### src/rtl/evs_pkg.sv
package evs_pkg;
  localparam int DATA_W  = 32;
  localparam int NUM_EV  = 10;
  localparam int TXI_POS = 0;
  localparam int AIS_POS = 15;
  localparam int NIS_POS = 16;

  localparam logic [DATA_W-1:0] NIS_GRP = 32'h0000_0045;
  localparam logic [DATA_W-1:0] AIS_GRP = 32'h0000_2BAA;
  localparam logic [DATA_W-1:0] EV_MASK = NIS_GRP | AIS_GRP;

  // bit position of pulse input i
  function automatic int ev_pos(input int i);
    case (i)
      0: ev_pos = 1;
      1: ev_pos = 2;
      2: ev_pos = 3;
      3: ev_pos = 5;
      4: ev_pos = 6;
      5: ev_pos = 7;
      6: ev_pos = 8;
      7: ev_pos = 9;
      8: ev_pos = 11;
      default: ev_pos = 13;
    endcase
  endfunction

  function automatic logic grp_hit(input logic [DATA_W-1:0] bits,
                                   input logic [DATA_W-1:0] grp);
    grp_hit = |(bits & grp);
  endfunction

  function automatic logic [DATA_W-1:0] w1c_next(input logic [DATA_W-1:0] cur,
                                                 input logic [DATA_W-1:0] clr,
                                                 input logic [DATA_W-1:0] set);
    w1c_next = ((cur & ~clr) | set) & EV_MASK;
  endfunction
endpackage

### src/rtl/evs_sticky.sv
module evs_sticky
  import evs_pkg::*;
#(
  parameter int W = DATA_W
) (
  input  logic         clk,
  input  logic         rst_n,
  input  logic [W-1:0] set_vec,
  input  logic [W-1:0] clr_vec,
  output logic [W-1:0] q
);
  for (genvar b = 0; b < W; b++) begin : g_bit
    if (EV_MASK[b]) begin : g_live
      always_ff @(posedge clk) begin
        if (!rst_n)          q[b] <= 1'b0;
        else if (set_vec[b]) q[b] <= 1'b1;
        else if (clr_vec[b]) q[b] <= 1'b0;
      end
    end else begin : g_zero
      assign q[b] = 1'b0;
    end
  end
endmodule

### src/rtl/evs_summary.sv
module evs_summary
  import evs_pkg::*;
(
  input  logic [DATA_W-1:0] bits,
  output logic              nis,
  output logic              ais,
  output logic              irq
);
  assign nis = grp_hit(bits, NIS_GRP);
  assign ais = grp_hit(bits, AIS_GRP);
  assign irq = nis | ais;
endmodule

### src/rtl/evs_readback.sv
module evs_readback
  import evs_pkg::*;
#(
  parameter int ST_W   = 3,
  parameter int RX_LSB = 17,
  parameter int TX_LSB = 20
) (
  input  logic [DATA_W-1:0] bits,
  input  logic              nis,
  input  logic              ais,
  input  logic [ST_W-1:0]   rx_state,
  input  logic [ST_W-1:0]   tx_state,
  input  logic              tx_start,
  output logic [DATA_W-1:0] rd_data
);
  localparam logic [ST_W-1:0] RUN_CODE = ST_W'(3);

  logic [ST_W-1:0] tx_field;
  assign tx_field = tx_state | (tx_start ? RUN_CODE : '0);

  always_comb begin
    rd_data = bits & EV_MASK;
    rd_data[NIS_POS] = nis;
    rd_data[AIS_POS] = ais;
    rd_data[RX_LSB +: ST_W] = rx_state;
    rd_data[TX_LSB +: ST_W] = tx_field;
  end
endmodule

### src/rtl/evs_status_top.sv
module evs_status_top
  import evs_pkg::*;
#(
  parameter int ST_W   = 3,
  parameter int RX_LSB = 17,
  parameter int TX_LSB = 20
) (
  input  logic              clk,
  input  logic              rst_n,
  input  logic [NUM_EV-1:0] ev_pulse,
  input  logic              tx_done,
  input  logic              tx_ioc,
  input  logic              wr_en,
  input  logic [DATA_W-1:0] wr_data,
  input  logic [ST_W-1:0]   rx_state,
  input  logic [ST_W-1:0]   tx_state,
  input  logic              tx_start,
  output logic [DATA_W-1:0] rd_data,
  output logic              irq
);
  // named internal events for the checker
  logic [DATA_W-1:0] set_vec;
  logic [DATA_W-1:0] clr_vec;
  logic [DATA_W-1:0] ev_bits;
  logic              nis, ais;

  always_comb begin
    set_vec = '0;
    for (int i = 0; i < NUM_EV; i++) set_vec[ev_pos(i)] = ev_pulse[i];
    set_vec[TXI_POS] = tx_done & tx_ioc;
  end

  assign clr_vec = wr_en ? (wr_data & EV_MASK) : '0;

  evs_sticky #(.W(DATA_W)) u_sticky (
    .clk(clk), .rst_n(rst_n), .set_vec(set_vec), .clr_vec(clr_vec), .q(ev_bits)
  );

  evs_summary u_sum (.bits(ev_bits), .nis(nis), .ais(ais), .irq(irq));

  evs_readback #(.ST_W(ST_W), .RX_LSB(RX_LSB), .TX_LSB(TX_LSB)) u_rd (
    .bits(ev_bits), .nis(nis), .ais(ais), .rx_state(rx_state),
    .tx_state(tx_state), .tx_start(tx_start), .rd_data(rd_data)
  );
endmodule

### config.mk
export PLATFORM = sky130hd
export DESIGN_NAME = evs_status_top
export DESIGN_NICKNAME = d
export VERILOG_FILES = /design/src/rtl/evs_pkg.sv /design/src/rtl/evs_sticky.sv /design/src/rtl/evs_summary.sv /design/src/rtl/evs_readback.sv /design/src/rtl/evs_status_top.sv
export SDC_FILE = /design/constraint.sdc
export NUM_CORES = 1
export LEC_CHECK = 0
export ABC_AREA = 1
export ABC_CLOCK_PERIOD_IN_PS = 1400
export CAP_MARGIN = 20
export CORE_ASPECT_RATIO = 0.75
export CORE_MARGIN = 3
export CORE_UTILIZATION = 34
export CTS_BUF_LIST = sky130_fd_sc_hd__clkbuf_4 sky130_fd_sc_hd__clkbuf_8 sky130_fd_sc_hd__clkbuf_16
export DETAILED_ROUTE_END_ITERATION = 8
export PLACE_DENSITY = 0.9
export SETUP_SLACK_MARGIN = 0.1
export SYNTH_ARGS = -nofsm -noshare
export SYNTH_HDL_FRONTEND = slang
export SYNTH_HIERARCHICAL = 1
export SYNTH_SLANG_ARGS = --single-unit
### constraint.sdc
create_clock -name clk -period 1.4 [get_ports clk]
set_input_delay 0.14 -clock clk [delete_from_list [all_inputs] [get_ports clk]]
set_output_delay 0.14 -clock clk [all_outputs]
set_load 0.005 [all_outputs]
-- Yosys cells after proc, flatten, opt, wreduce, memory -nomap -nowiden
Index checks and enable logic that the tools add are counted.
- flip-flop bits (word level): 11
- bits of input ports: 54
- output and inout port bits: 33
- word-level logic and storage cells: 51
- reduce and logical (&&, ||, !) cells: 13
- mux-type cells: 24
- bitwise operators: 3
- operator list (operator ; count):
    $mux 1 ; 22
    $reduce_bool 2->1 ; 11
    $mux 14 ; 1
    $reduce_or 8->1 ; 1
    $or 3x3->3 ; 1
    $reduce_or 3->1 ; 1
    $mux 2 ; 1
    $and 1x1->1 ; 1
    $or 1x1->1 ; 1

-- Depth between registers and ports, before layout
Gate-level depths: netlist of the first run.
- word-level depth: 3
- mapped depth: 6
- mapped depth without buffers: 5

-- Hierarchy
The synthesis of the first run kept the hierarchy.
- modules (own cells, without submodules) (module ; sequential area each (um^2) ; instances ; cells each ; area an instance (um^2)):
    evs_sticky ; 220.2 ; 1 ; 79 ; 613.1
    evs_readback ; 0.0 ; 1 ; 36 ; 247.7
    evs_status_top ; 0.0 ; 1 ; 26 ; 105.1
    evs_summary ; 0.0 ; 1 ; 11 ; 45.0

-- Worst setup path before layout of the first run
OpenSTA, ideal clock, no wires.
- path kind: reg2out
- start: register u_sticky.q[13]
- end: output rd_data[15]
- data required time: 1260 ps
- slack: 546 ps
- path buffers: 1
- stages on the path, launching flop included: 6
- arrival: 714 ps
- cell sequence: dfxtp_1 > nor2_1 > nand2_1 > nor2_2 > inv_1 > buf_4
- cells in the longest elaborated chain, start to end: 1
- ends and longest elaborated chain (element ; RTL line ; RTL):
    start, declared ; evs_sticky.sv:10 ; output logic [W-1:0] q
    start signal, assigned by index ; evs_sticky.sv:15 ; if (!rst_n) q[b] <= 1'b0;
    start signal, assigned by index ; evs_sticky.sv:16 ; else if (set_vec[b]) q[b] <= 1'b1;
    start signal, assigned by index ; evs_sticky.sv:17 ; else if (clr_vec[b]) q[b] <= 1'b0;
    $reduce_or 8->1 ; evs_pkg.sv:30 ; grp_hit = |(bits & grp);
    end, declared ; evs_status_top.sv:18 ; output logic [DATA_W-1:0] rd_data,
Every way passes these cells.

-- Final worst setup path of the first run
- start: register u_sticky.q[13]
- end: output irq
- cells in the longest elaborated chain, start to end: 2
- ends and longest elaborated chain (element ; RTL line ; RTL):
    $reduce_or 8->1 ; evs_pkg.sv:30 ;
    $or 1x1->1 ; evs_summary.sv:11 ; assign irq = nis | ais;
    end, declared ; evs_status_top.sv:19 ; output logic irq
Every way passes these cells.

==> results of run 1 <==
## layer usage
metal / vias to the layer above / part of all wire, % / track usage, %
met4: 0 / 0 / 2.151
met5: - / 0 / 0
met1: 274 / 40 / 12.81
met2: 30 / 50 / 19.58
li1: 383 / - / -
met3: 0 / 10 / 6.912
## metrics by stage
stage | utilization [%] | hold slack [ns]
floorplan | - | 0.2723
global placement | 52.76 | 0.2800
detailed placement | 52.76 | 0.2800
CTS | 55.76 | 0.2800
global route | 58.47 | 0.2800
finish | 58.47 | 0.2800
## what timing repair did
action                                  in CTS  in global routing
setup buffers                                3                  0
endpoints found under the hold margin        0                  0
pin swaps                                    5                  6
resized for setup                           17                 28
endpoints found under the setup margin       7                 13
hold buffers                                 0                  0
## worst min path at each step
stage / endpoint / depth (start not counted) / slack (ns) / start
detailed placement: rd_data[18] / 0 / 0.28 / rx_state[1]
finish: rd_data[17] / 0 / 0.28 / rx_state[0]
global route: rd_data[17] / 0 / 0.28 / rx_state[0]
CTS: rd_data[18] / 0 / 0.28 / rx_state[1]
floorplan: u_sticky/q[8] / 2 / 0.27 / ev_pulse[6]
global placement: rd_data[18] / 0 / 0.28 / rx_state[1]
## critical path, delay by kind of cell, from the launching register on
family        cells  cell delay (ns)
flops             1             0.33
simple gates      4             0.35
buf+inv           2             0.23
## cell type report
| type | count | area, sq um | area share [%] |
|---|---|---|---|
| timing repair buffer | 50 | 503.0 | 39.61 |
| sequential | 11 | 242.7 | 19.11 |
| inverter | 40 | 150.1 | 11.82 |
| tap | 32 | 40.04 | 3.153 |
| multi-input combinational | 58 | 304.0 | 23.94 |
| clock buffer | 4 | 30.03 | 2.365 |
## where the power goes
group,switching [mW],internal [mW]
Combinational,0.0946,0.154
Sequential,0.0211,0.336
Clock,0.110,0.130
==> metrics.txt, run 1 <==
DR pass1 iterations=4; Cell Area, Placed=1146 sq um; CP Launch Type=flip-flop; crit-path max FO=3; CP required=roughly 1.3 ns; critical path arrival=roughly 1.2 ns; Post-Syn Area per Cell=roughly 6.6 sq um; hold crit path type=in -> out; CP startpoint=u_sticky/q[13]; Routed Antenna Nets=0; Port Buf Inserts=between 40 and 50; share of layout cells above drive strength 1=about a quarter; Synth Cell Area=845.8 sq um; Die Y-Extent=between 40 and 50 um; worst-path cell chain=nor2_2 -> nand2_1 -> nor2_2 -> buf_4 -> nand2_4 -> buf_6; Vias/cell=between 3 and 4; initial DRC count=18; GRT Total Usage=between 10% and 20%; Hold Violations, Final=0; setup_tns=0 ns; commonest cells after routing, fill and taps aside=inv_1, clkdlybuf4s50_1, nand2_1; Layout Cells excl Fill=195; Yosys warning count=6; core area=between 2000 and 2500 sq um; worst slack at placement=roughly 0.066 ns; P_leak=between 0.7 and 0.8 nW; GRT overflow=0; die area=roughly 3100 sq um; gp weighted congestion=~0.7; biggest regs=u_sticky/q: 11 flops; CTS sink count=11; outcome=finished, final reports clean; final setup fails=0; reg2reg setup slack=just over 0.7 ns; Antenna diodes=0; RSZ-0062 raised after global routing=true; Worst IR Drop VDD=between 0.4 and 0.5 mV; Initial Utilization=about 39%; Worst R2R Path Depth=3; fin area=approximately 1300 sq um; DRC=0; Reg with most FFs=u_sticky/q; clk_lat worst skew=around 0.27 ns; Routed wire per std cell=about 9 um; Final Max Tran Viols=0; min setup slack post-route=a little over 0.08 ns; Largest stage delay, worst path=approximately 0.33 ns; pin count of the biggest net entering global routing=12; total power draw=845.5 uW; crit path to=irq; Worst Setup Path Type=reg -> out; Max Cap Viol=0; max reg flops=11; crit end category=output port; Routed Wire Length=1762 um; initial antenna violation count=0; Max Fclk=between 700 and 800 MHz; dpl cells=roughly 190; num rows=14; Worst-path clk slew=0.07 ns; first-pass GRT wire length=between 2000 and 3000 um; Power Density=between 600 and 700 nW/um^2; Die Wd=63.59 um; period utilization=between 90 and 100%; Slowest-stage cell, CP=dfxtp_2; commonest non-fill, non-tap cell in the layout=inv_1; reg2reg start=u_sticky/q[5]; final worst path period need=approximately 1.3 ns; vias in the first global route=638; Num CTS Buffers=3; Reg-to-Reg End=u_sticky/q[5]; Root Driver=clkbuf_4; vias=687; I/O pins=87; clock buffer depth=2; cell mode on critical path=nor2_2; Final #Nets=~220; TritonCTS clock tree=built; fillcell total=between 200 and 250; Layout area overhead=50.15%; Post-Syn Instances=about 130; skew final=0 ns; Detail Placement HPWL=1372 um; H-tree depth=1
Power figures use the tool's default switching activity.
==> run 2, diff against run 1 <==
ABC_CLOCK_PERIOD_IN_PS = unset   (was 1400)
==> results of run 2 <==
The final DEF is identical to that of run 1; final timing and power are the same.
==> run 3, diff against run 2 <==
CAP_MARGIN = 0   (was 20)
RECOVER_POWER = 25   (was unset)
==> metrics.txt, run 3 (same netlist as run 1, synthesis figures left out) <==
commonest cells after routing, fill and taps aside=inv_1, nand2_1, clkdlybuf4s50_1; Die Y-Extent=49.20 um (unchanged); min setup slack post-route=0.08180 ns (+0.00007650 ns); initial antenna violation count=0 (unchanged); worst slack at placement=0.06620 ns (unchanged); Die Wd=63.59 um (unchanged); clock buffer depth=2 (unchanged); Routed Wire Length=1762 um (unchanged); GRT Total Usage=11.68% (unchanged); clk_lat worst skew=0.27 ns (about the same); skew final=0 ns (unchanged); max reg flops=11 (unchanged); Routed wire per std cell=9.036 um (unchanged); I/O pins=87 (unchanged); Final Max Tran Viols=0 (unchanged); fin area=1269 sq um (about the same); Max Cap Viol=0 (unchanged); Multi-input gate area=304.0 sq um (unchanged); Vias/cell=3.523 (unchanged); gp weighted congestion=0.6820 (unchanged); Cell Area, Placed=1146 sq um (unchanged); commonest non-fill, non-tap cell in the layout=inv_1; initial DRC count=18 (unchanged); die area=3128 sq um (unchanged); FF/Latch Area=241.5 sq um (-0.52%); CTS sink count=11 (unchanged); fillcell total=230 (+0.44%); P_leak=0.7973 nW (about the same); vias in the first global route=638 (unchanged); hold crit path type=in -> out; Reg with most FFs=u_sticky/q; hold buffer count at CTS=0 (unchanged); crit end category=output port; Routed Antenna Nets=0 (unchanged); critical path arrival=1.18 ns (about the same); H-tree depth=1 (unchanged); Worst IR Drop VDD=0.4157 mV (about the same); biggest regs=u_sticky/q: 11 flops; final setup fails=0 (unchanged); Antenna diodes=0 (unchanged); TritonCTS clock tree=built; pin count of the biggest net entering global routing=12 (unchanged); CP required=1.26 ns (about the same); Worst-path clk slew=0.07 ns (about the same); DRC=0 (unchanged); Initial Utilization=38.94% (unchanged); core area=2172 sq um (unchanged); vias=687 (unchanged); outcome=finished, final reports clean; CP Launch Type=flip-flop; GRT overflow=0 (unchanged); final worst path period need=1.318 ns (-0.00007650 ns); period utilization=94.16% (about the same); num rows=14 (unchanged); Worst Setup Path Type=reg -> out; fin util=58.41% (about the same); Layout area overhead=50.00% (about the same); Num CTS Buffers=3 (unchanged); Hold Violations, Final=0 (unchanged); reg2reg setup slack=0.71 ns (about the same); share of layout cells above drive strength 1=22.70% (-0.61 points); Root Driver=clkbuf_4; Max Fclk=758.6 MHz (about the same); RSZ-0062 raised after global routing=true; Final #Nets=218 (unchanged); Port Buf Inserts=44 (unchanged); DR pass1 iterations=4 (unchanged); crit-path max FO=3 (unchanged); first-pass GRT wire length=2822 um (unchanged); Detail Placement HPWL=1372 um (unchanged); Power Density=665.7 nW/um^2 (about the same)
-- run 3: area by class of cell --
| cell class | instances | share of cell area (%) |
|---|---|---|
| timing repair buffer | 50 | 39.64 |
| sequential | 11 | 19.03 |
| inverter | 40 | 11.83 |
| multi-input combinational | 58 | 23.96 |
| tap | 32 | 3.156 |
| clock buffer | 4 | 2.367 |
-- run 3: worst paths after layout --
kind,from,end,depth (start not counted)
setup reg to reg,u_sticky/q[5],u_sticky/q[5],3
hold reg to reg,u_sticky/q[8],u_sticky/q[8],2
hold / removal,rx_state[0],rd_data[17],0
setup / recovery,u_sticky/q[13],irq,6
-- run 3: routing by layer --
| metal | vias to the layer above | GRT usage [%] | part of all wire [%] |
|---|---|---|---|
| met5 | - | 0 | 0 |
| met4 | 0 | 2.151 | 0 |
| met3 | 0 | 6.912 | 10 |
| met2 | 30 | 19.58 | 50 |
| met1 | 274 | 12.81 | 40 |
| li1 | 383 | - | - |
-- run 3: critical path, cell delays in order (launching register included) --
cell and delay (ns):
dfxtp_2 0.33, nor2_2 0.11, nand2_1 0.07, nor2_2 0.13
buf_4 0.13, nand2_4 0.04, buf_6 0.10
-- run 3: where the power goes --
group	total (mW)	switching, mW	internal [mW]	leakage [nW]
logic	0.248	0.0946	0.153	0.684
registers	0.357	0.0211	0.336	0.0953
clock network	0.240	0.110	0.130	0.0184
total	0.845	0.226	0.619	0.797
-- run 3: through the flow --
stage / hold slack [ns] / setup TNS (ns) / total power [mW] / std cells
finish: 0.2800 / 0 / 0.8445 / 195
global route: 0.2800 / -0.007572 / 0.9140 / 195
CTS: 0.2800 / -0.01896 / 0.8534 / 195
detailed placement: 0.2800 / 0 / 0.6012 / 188
global placement: 0.2800 / 0 / 0.5977 / 188
floorplan: 0.2723 / 0 / 0.5206 / 141
-- run 3: what timing repair did --
item / CTS / global route
gates resized for setup: 17 / 28
pin swaps: 5 / 6
setup endpoints to repair: 7 / 13
cloned: 0 / 0
buffers inserted: 3 / 0
